## src/rtl/lyr_pixbuf_pkg.sv

```systemverilog
`timescale 1ns/1ps
package lyr_pixbuf_pkg;

  typedef enum logic {
    LYR_RUN  = 1'b0,
    LYR_DROP = 1'b1
  } lyr_mode_e;

  // Next drop/run state from the current one, an underflow event and an
  // accepted end-of-frame beat.
  function automatic lyr_mode_e mode_next(lyr_mode_e cur, logic uf, logic eof_acc);
    if (cur == LYR_RUN) return (uf && !eof_acc) ? LYR_DROP : LYR_RUN;
    return eof_acc ? LYR_RUN : LYR_DROP;
  endfunction

endpackage

```

## src/rtl/lyr_fifo.sv

```systemverilog
`timescale 1ns/1ps
module lyr_fifo #(
  parameter int W     = 25,
  parameter int DEPTH = 16
) (
  input  logic         clk,
  input  logic         rst_n,
  input  logic         flush,
  input  logic         wr_en,
  input  logic [W-1:0] wr_data,
  input  logic         rd_en,
  output logic [W-1:0] rd_data,
  output logic         empty,
  output logic         full
);
  localparam int AW = $clog2(DEPTH);

  logic [W-1:0] mem [DEPTH];
  logic [AW:0]  wr_ptr, rd_ptr;
  logic [AW:0]  fill;

  function automatic logic [AW:0] level(logic [AW:0] wp, logic [AW:0] rp);
    return wp - rp;
  endfunction

  assign fill    = level(wr_ptr, rd_ptr);
  assign empty   = (fill == '0);
  assign full    = (fill == (AW+1)'(DEPTH));
  assign rd_data = mem[rd_ptr[AW-1:0]];

  always_ff @(posedge clk) begin
    if (wr_en) mem[wr_ptr[AW-1:0]] <= wr_data;
  end

  always_ff @(posedge clk or negedge rst_n) begin
    if (!rst_n) begin
      wr_ptr <= '0;
      rd_ptr <= '0;
    end else if (flush) begin
      wr_ptr <= '0;
      rd_ptr <= '0;
    end else begin
      if (wr_en) wr_ptr <= wr_ptr + 1'b1;
      if (rd_en) rd_ptr <= rd_ptr + 1'b1;
    end
  end

  assert_no_overflow_R1: assert property (@(posedge clk) disable iff (!rst_n)
    wr_en |-> !full);
  assert_no_underread_R3: assert property (@(posedge clk) disable iff (!rst_n)
    rd_en |-> !empty);
  assert_flush_empties_R9: assert property (@(posedge clk) disable iff (!rst_n)
    flush |=> empty);

endmodule

```

## src/rtl/lyr_uf_ctrl.sv

```systemverilog
`timescale 1ns/1ps
module lyr_uf_ctrl
  import lyr_pixbuf_pkg::*;
#(
  parameter int LINE_W = 11,
  parameter int CNT_W  = 16
) (
  input  logic              clk,
  input  logic              rst_n,
  input  logic              frame_start,
  input  logic              line_start,
  input  logic [LINE_W-1:0] cur_line,
  input  logic [LINE_W-1:0] fetch_line,
  input  logic              in_fire,
  input  logic              in_eof,
  input  logic              px_req,
  input  logic              fifo_empty,
  input  logic              sts_clr,
  output logic              discard,
  output logic              armed,
  output logic              uf_evt,
  output logic              drop_evt,
  output logic              irq_sts,
  output logic [CNT_W-1:0]  drop_count
);
  lyr_mode_e mode;
  logic      eof_acc;
  logic      line_hit;

  function automatic logic [CNT_W-1:0] sat_inc(logic [CNT_W-1:0] v);
    return (v == '1) ? v : v + 1'b1;
  endfunction

  assign discard  = (mode == LYR_DROP);
  assign uf_evt   = px_req && fifo_empty && !discard;
  assign drop_evt = in_fire && (discard || uf_evt);
  assign eof_acc  = in_fire && in_eof;
  assign line_hit = line_start && (cur_line == fetch_line);

  always_ff @(posedge clk or negedge rst_n) begin
    if (!rst_n) begin
      mode       <= LYR_RUN;
      armed      <= 1'b0;
      irq_sts    <= 1'b0;
      drop_count <= '0;
    end else begin
      mode <= mode_next(mode, uf_evt, eof_acc);

      if (frame_start)   armed <= line_hit;
      else if (eof_acc)  armed <= 1'b0;
      else if (line_hit) armed <= 1'b1;

      if (uf_evt)       irq_sts <= 1'b1;
      else if (sts_clr) irq_sts <= 1'b0;

      if (frame_start)   drop_count <= '0;
      else if (drop_evt) drop_count <= sat_inc(drop_count);
    end
  end

  assert_uf_enters_drop_R4: assert property (@(posedge clk) disable iff (!rst_n)
    (uf_evt && !eof_acc) |=> discard);
  assert_uf_sets_irq_R7: assert property (@(posedge clk) disable iff (!rst_n)
    uf_evt |=> irq_sts);
  assert_irq_sticky_R7: assert property (@(posedge clk) disable iff (!rst_n)
    (irq_sts && !sts_clr) |=> irq_sts);
  assert_count_cleared_R8: assert property (@(posedge clk) disable iff (!rst_n)
    frame_start |=> (drop_count == '0));

endmodule

```

## src/rtl/lyr_pixbuf.sv

```systemverilog
`timescale 1ns/1ps
module lyr_pixbuf #(
  parameter int PIX_W  = 24,
  parameter int DEPTH  = 16,
  parameter int LINE_W = 11,
  parameter int CNT_W  = 16
) (
  input  logic              clk,
  input  logic              rst_n,
  input  logic              frame_start,
  input  logic              line_start,
  input  logic [LINE_W-1:0] cur_line,
  input  logic [LINE_W-1:0] fetch_line,
  input  logic [PIX_W-1:0]  bg_pix,
  input  logic              sts_clr,
  input  logic              in_valid,
  output logic              in_ready,
  input  logic [PIX_W-1:0]  in_pix,
  input  logic              in_eol,
  input  logic              in_eof,
  input  logic              px_req,
  output logic              out_valid,
  output logic [PIX_W-1:0]  out_pix,
  output logic              out_eol,
  output logic              irq_sts,
  output logic [CNT_W-1:0]  drop_count
);
  localparam int EW = PIX_W + 1;

  logic          discard, armed, uf_evt, drop_evt;
  logic          fifo_empty, fifo_full;
  logic          in_fire, wr_en, rd_en, flush;
  logic [EW-1:0] rd_entry;

  assign in_ready = discard || (armed && !fifo_full && !frame_start);
  assign in_fire  = in_valid && in_ready;
  assign wr_en    = in_fire && !discard && !uf_evt;
  assign rd_en    = px_req && !fifo_empty && !discard;
  assign flush    = frame_start || uf_evt;

  assign out_valid = rd_en;
  assign out_pix   = rd_en ? rd_entry[PIX_W-1:0] : bg_pix;
  assign out_eol   = rd_en && rd_entry[PIX_W];

  lyr_fifo #(.W(EW), .DEPTH(DEPTH)) u_fifo (
    .clk     (clk),
    .rst_n   (rst_n),
    .flush   (flush),
    .wr_en   (wr_en),
    .wr_data ({in_eol, in_pix}),
    .rd_en   (rd_en),
    .rd_data (rd_entry),
    .empty   (fifo_empty),
    .full    (fifo_full)
  );

  lyr_uf_ctrl #(.LINE_W(LINE_W), .CNT_W(CNT_W)) u_ctrl (
    .clk         (clk),
    .rst_n       (rst_n),
    .frame_start (frame_start),
    .line_start  (line_start),
    .cur_line    (cur_line),
    .fetch_line  (fetch_line),
    .in_fire     (in_fire),
    .in_eof      (in_eof),
    .px_req      (px_req),
    .fifo_empty  (fifo_empty),
    .sts_clr     (sts_clr),
    .discard     (discard),
    .armed       (armed),
    .uf_evt      (uf_evt),
    .drop_evt    (drop_evt),
    .irq_sts     (irq_sts),
    .drop_count  (drop_count)
  );

  assert_drop_ready_R5: assert property (@(posedge clk) disable iff (!rst_n)
    discard |-> in_ready);
  assert_drop_no_show_R5: assert property (@(posedge clk) disable iff (!rst_n)
    discard |-> !out_valid);

endmodule

```

## config.mk

```make
export PLATFORM = sky130hd
export DESIGN_NAME = lyr_pixbuf
export DESIGN_NICKNAME = d
export VERILOG_FILES = /design/src/rtl/lyr_pixbuf_pkg.sv /design/src/rtl/lyr_fifo.sv /design/src/rtl/lyr_uf_ctrl.sv /design/src/rtl/lyr_pixbuf.sv
export SDC_FILE = /design/constraint.sdc
export NUM_CORES = 1
export LEC_CHECK = 0
export BUFFER_PORTS_ARGS = -buffer_cell sky130_fd_sc_hd__buf_2
export CORE_UTILIZATION = 59
export CTS_CLUSTER_DIAMETER = 200
export DETAILED_ROUTE_END_ITERATION = 8
export PLACE_DENSITY = 0.82
export SLEW_MARGIN = 25
export SYNTH_ARGS = -nofsm -noshare
export SYNTH_HDL_FRONTEND = slang
export SYNTH_HIERARCHICAL = 1
export SYNTH_SLANG_ARGS = --single-unit
```

## constraint.sdc

```tcl
create_clock -name clk -period 5.9 [get_ports clk]
set_clock_uncertainty 0.05 [all_clocks]
set_input_delay 0.59 -clock clk [delete_from_list [all_inputs] [get_ports clk]]
set_output_delay 0.59 -clock clk [all_outputs]
set_load 0.05 [all_outputs]
```

Word level (Yosys, flattened, before mapping) --
Memory sizes are Yosys's and may differ from the RTL's. Index checks and enable logic that the tools add are counted.
Storage, ports and cells: register bits 29, bits in writable memories 400, output and inout bits 44, logic and storage cells 63, memories 1
Operators by class: add/sub/neg operators 4, eq/ne operators 4, muxes and demuxes 18, reductions and logical operators 30
Memories:
- u_fifo.mem | words 16, width 25, read ports 1, clocked after memory_dff 0, wr ports 1, line lyr_fifo.sv:18 | logic [W-1:0] mem [DEPTH];
Operators by type and width (number):
- $mux 16 | 3
- $mux 24 | 1
- $mux 5 | 4
- $add 16x1->16 const B | 1
- $eq 16x16->1 const B | 1
- $logic_and 1x1->1 | 14
- $eq 11x11->1 | 1
- $add 5x1->5 const B | 2
- $mux 1 | 10
- $reduce_bool 2->1 | 4
- $logic_not 1->1 | 6
- $eq 5x5->1 const B | 1
- $logic_not 5->1 | 1
- $sub 5x5->5 | 1
- $logic_or 1x1->1 | 3
- $reduce_bool 3->1 | 1
- $ne 2x2->1 const B | 1
- $reduce_and 2->1 | 1

Depth between registers and ports, before layout --
word-level depth 12, depth in mapped cells 17

Hierarchy --
Netlist, hierarchy kept.
Modules (own cells, without submodules):
- lyr_fifo | instances 1, cells an instance 697, area an instance 15652.5 µm², seq. area each 12261.8 µm²
- lyr_uf_ctrl | instances 1, cells an instance 127, area an instance 1194.9 µm², seq. area each 475.5 µm²
- lyr_pixbuf | instances 1, cells an instance 34, area an instance 360.3 µm², seq. area each 0.0 µm²

Worst setup path before layout --
OpenSTA, ideal clock, no wires.
path kind reg2reg, start point register u_fifo.rd_ptr[1], end point memory u_fifo.mem[3][0], enable pin, library setup time 0.438 ns, arrival time 4.614 ns, required time 5.412 ns, setup slack 0.798 ns, cell stages (with the launch flop) 16, clock period less this slack 5.102 ns, cell sequence dfrtp_1 -> buf_2 -> buf_1 -> inv_1 -> ha_1 -> nor2b_1 -> o31a_1 -> o21ai_0 -> a21oi_1 -> nand2_1 -> nor2_1 -> or2_2 -> nor2_1 -> clkbuf_1 -> nand2_1 -> nor3_1
RTL lines:
- start, declared | line lyr_fifo.sv:19 | logic [AW:0] wr_ptr, rd_ptr;
- start signal, assigned | line lyr_fifo.sv:44 | if (rd_en) rd_ptr <= rd_ptr + 1'b1;
- $sub 5x5->5 | line lyr_fifo.sv:23 | return wp - rp;
- $logic_not 5->1 | line lyr_fifo.sv:27 | assign empty = (fill == '0);
- net fifo_empty | line lyr_pixbuf.sv:31 | logic fifo_empty, fifo_full;
- $logic_and 1x1->1 (2 in a row) | line lyr_uf_ctrl.sv:35 | assign uf_evt = px_req && fifo_empty && !discard;
- net uf_evt | line lyr_pixbuf.sv:30 | logic discard, armed, uf_evt, drop_evt;
- $logic_not 1->1 | line lyr_pixbuf.sv:37 | assign wr_en = in_fire && !discard && !uf_evt;
- $logic_and 1x1->1 | line lyr_pixbuf.sv:37
- net wr_en | line lyr_pixbuf.sv:32 | logic in_fire, wr_en, rd_en, flush;
- $mux 1 | line lyr_fifo.sv:32 | if (wr_en) mem[wr_ptr[AW-1:0]] <= wr_data;
- $mux 1 (implied by the code) | line lyr_fifo.sv:32
- end, declared | line lyr_fifo.sv:18
The timed path passes the listed nets, and every way through them passes these cells.

Worst setup path in the final report --
start point register u_fifo.rd_ptr[1], end point output out_pix[14]
Between the ends: word-level cells in the longest chain between the ends 6
Ends and longest elaborated chain:
- $sub 5x5->5 | line lyr_fifo.sv:23
- $logic_not 5->1 | line lyr_fifo.sv:27
- net fifo_empty | line lyr_pixbuf.sv:31
- $logic_not 1->1 | line lyr_pixbuf.sv:38 | assign rd_en = px_req && !fifo_empty && !discard;
- $logic_and 1x1->1 (2 in a row) | line lyr_pixbuf.sv:38
- $mux 24 | line lyr_pixbuf.sv:42 | assign out_pix = rd_en ? rd_entry[PIX_W-1:0] : bg_pix;
- end, declared | line lyr_pixbuf.sv:23 | output logic [PIX_W-1:0] out_pix,
The timed path passes the listed nets, and every way through them passes these cells.

==> impl_metrics.csv <==
group,metric,value,unit
setup_path,critPathKind,"reg2out",
sta,slew_violations,0,
drt,drt-initial-drc-count,890,
place,port_buffers,122,
clocking,cts_setup_buffers,0,
sta,hold_viol,0,
setup_path,critPathRequiredTime,5.26,ns
sta,relSlewSlack,31.4,%
synthesis,syn_inst,857,
setup_path,critPathLaunchType,"flop",
setup_path,timing.rr.end,"u_fifo/mem[10][7]",
cells_and_area,drive_gt1_share,34.4,%
clocking,clock_sinks,429,
cells_and_area,register_area,0.0127,mm²
grt,grt_pass1_vias,9007,
sta,max_freq,209,MHz
clocking,post_cts_resized,0,
clocking,cts_tree,"built",
place,dp_hpwl,19900,µm
floorplan,die_y,173,µm
setup_path,end_kind,"output pin",
run_status,status,"finished, final reports clean",
sta,fin_crit,4.79,ns
worst_hold_path,hold_path.class,"in2async",
cells_and_area,multi_input_area,0.00434,mm²
cells_and_area,antennaDiodeCount,0,
drt,wl_per_cell,25.4,µm
synthesis,ys.warnings.count,6,
synthesis,syn_area_per_cell,20.1,µm²
place,place_congestion,0.807,
clocking,cts_buffer_depth,3,
grt,grt_pass1_wl,54700,µm
setup_path,ff2ff_path_depth,12,
cells_and_area,synthToLayoutAreaGrowth,13.8,%
drt,vias,8949,
clocking,clk_pin_slew,0.06,ns
cells_and_area,final_cell_mix,"edfxtp_1, buf_2, mux4_2, a22oi_1, clkbuf_16",
sta,grt_setup_unrepaired,"no",
sta,finalSetupTns,0,ns
setup_path,rrSetupSlack,1.23,ns
floorplan,ios,123,
cells_and_area,nets,1085,
sta,period_share,81.1,%
grt,antenna_found_initial,1,
power,power_density,305,mW/mm²
power,finalPower,5.97,mW
setup_path,r2r-start,"u_fifo/rd_ptr[1]",
floorplan,dieArea,0.0298,mm²
floorplan,initial_core_util,59.9,%
clocking,clockRootBuffer,"clkbuf_16",
cells_and_area,final_common_cell,"edfxtp_1",
setup_path,cp_data_arrival_time,4.15,ns
drt,dr.pass1.iters,5,
power,p_leak,6.38,nW
setup_path,critical_path.max_fanout,41,
clocking,clk_latency,0.53,ns
synthesis,syn-cell-area,0.0172,mm²
run,maxCapViolCount,0,
clocking,cts_max_level,2,
sta,tightest_slew,1.03,ns
sta,setup_violations,0,
grt,gr-total-overflow,0,
floorplan,die_x,173,µm
drt,ant_nets,0,
clocking,cts_buffers,42,
sta,whs,0.0403,ns
floorplan,rows,62,
floorplan,core-area,0.0287,mm²
grt,globalRouteTotalUtil,24.8,%
drt,viasPerCell,6.34,
cells_and_area,fillers,1808,
grt,grt_max_degree,65,
power,vdd_drop_max,0.316,mV
clocking,hold_buffers,0,
drt,totalWireLength,35800,µm
synthesis,synthesis.nets,946,
drt,drc,0,
## area by class of cell
cell class	instances	share of cell area (%)
multi-input cells	379	22.2
well taps	384	2.45
flip-flops and latches	429	65.1
clock inverters	23	0.952
repair buffers	136	3.65
inverters	8	0.153
clock buffers	52	5.56
## worst max-delay path by stage
stage                           from                  to  cells past startpoint
floorplan           u_fifo/rd_ptr[1]    u_fifo/mem[3][0]                     15
global placement    u_fifo/rd_ptr[1]  u_fifo/mem[11][10]                     12
detailed placement  u_fifo/rd_ptr[1]  u_fifo/mem[10][12]                     12
CTS                 u_fifo/rd_ptr[1]         out_pix[14]                     10
global route        u_fifo/rd_ptr[1]         out_pix[18]                     10
finish              u_fifo/rd_ptr[1]         out_pix[14]                     10
## flip-flops by register name, indices dropped and copies added (netlist names)
signal             count
u_fifo/rd_ptr          5
u_fifo/mem           400
u_ctrl/armed           1
u_ctrl/discard         1
u_ctrl/irq_sts         1
u_ctrl/drop_count     16
u_fifo/wr_ptr          5
## where the power goes
group	leakage, nW	internal, mW	switching [mW]
Combinational	1.78	0.0432	0.110
Sequential	3.99	3.33	0.00429
Clock	0.614	1.40	1.08
Total	6.38	4.77	1.19
## critical path, cell delays in order (launching register included)
cell and delay [ns]:
dfrtp_4 0.79, inv_1 0.10, ha_1 0.31, nor2b_1 0.16, o31a_1 0.24, o21ai_0 0.18, a21oi_1 0.17, nor3b_4 0.65
buf_4 0.41, mux2_2 0.37, buf_2 0.21
## per-layer routing
layer	share of wire [%]	vias to the layer above	track usage [%]
li1	-	3828	-
met3	6.4	82	4.11
met5	0.022	-	0
met4	2.8	2	8.48
met1	40	4658	33.5
met2	51	379	41.5
## through the flow
| step | instances | util [%] | area [µm²] | setup slack, ns |
|---|---|---|---|---|
| floorplan | 857 | - | 17200 | 0.798 |
| global placement | 1336 | 63.8 | 18300 | 1.37 |
| detailed placement | 1336 | 63.8 | 18300 | 1.27 |
| CTS | 1411 | 68.2 | 19600 | 1.03 |
| global route | 1411 | 68.2 | 19600 | 0.871 |
| finish | 1411 | 68.2 | 19600 | 1.11 |
Power figures use the tool's default switching activity.
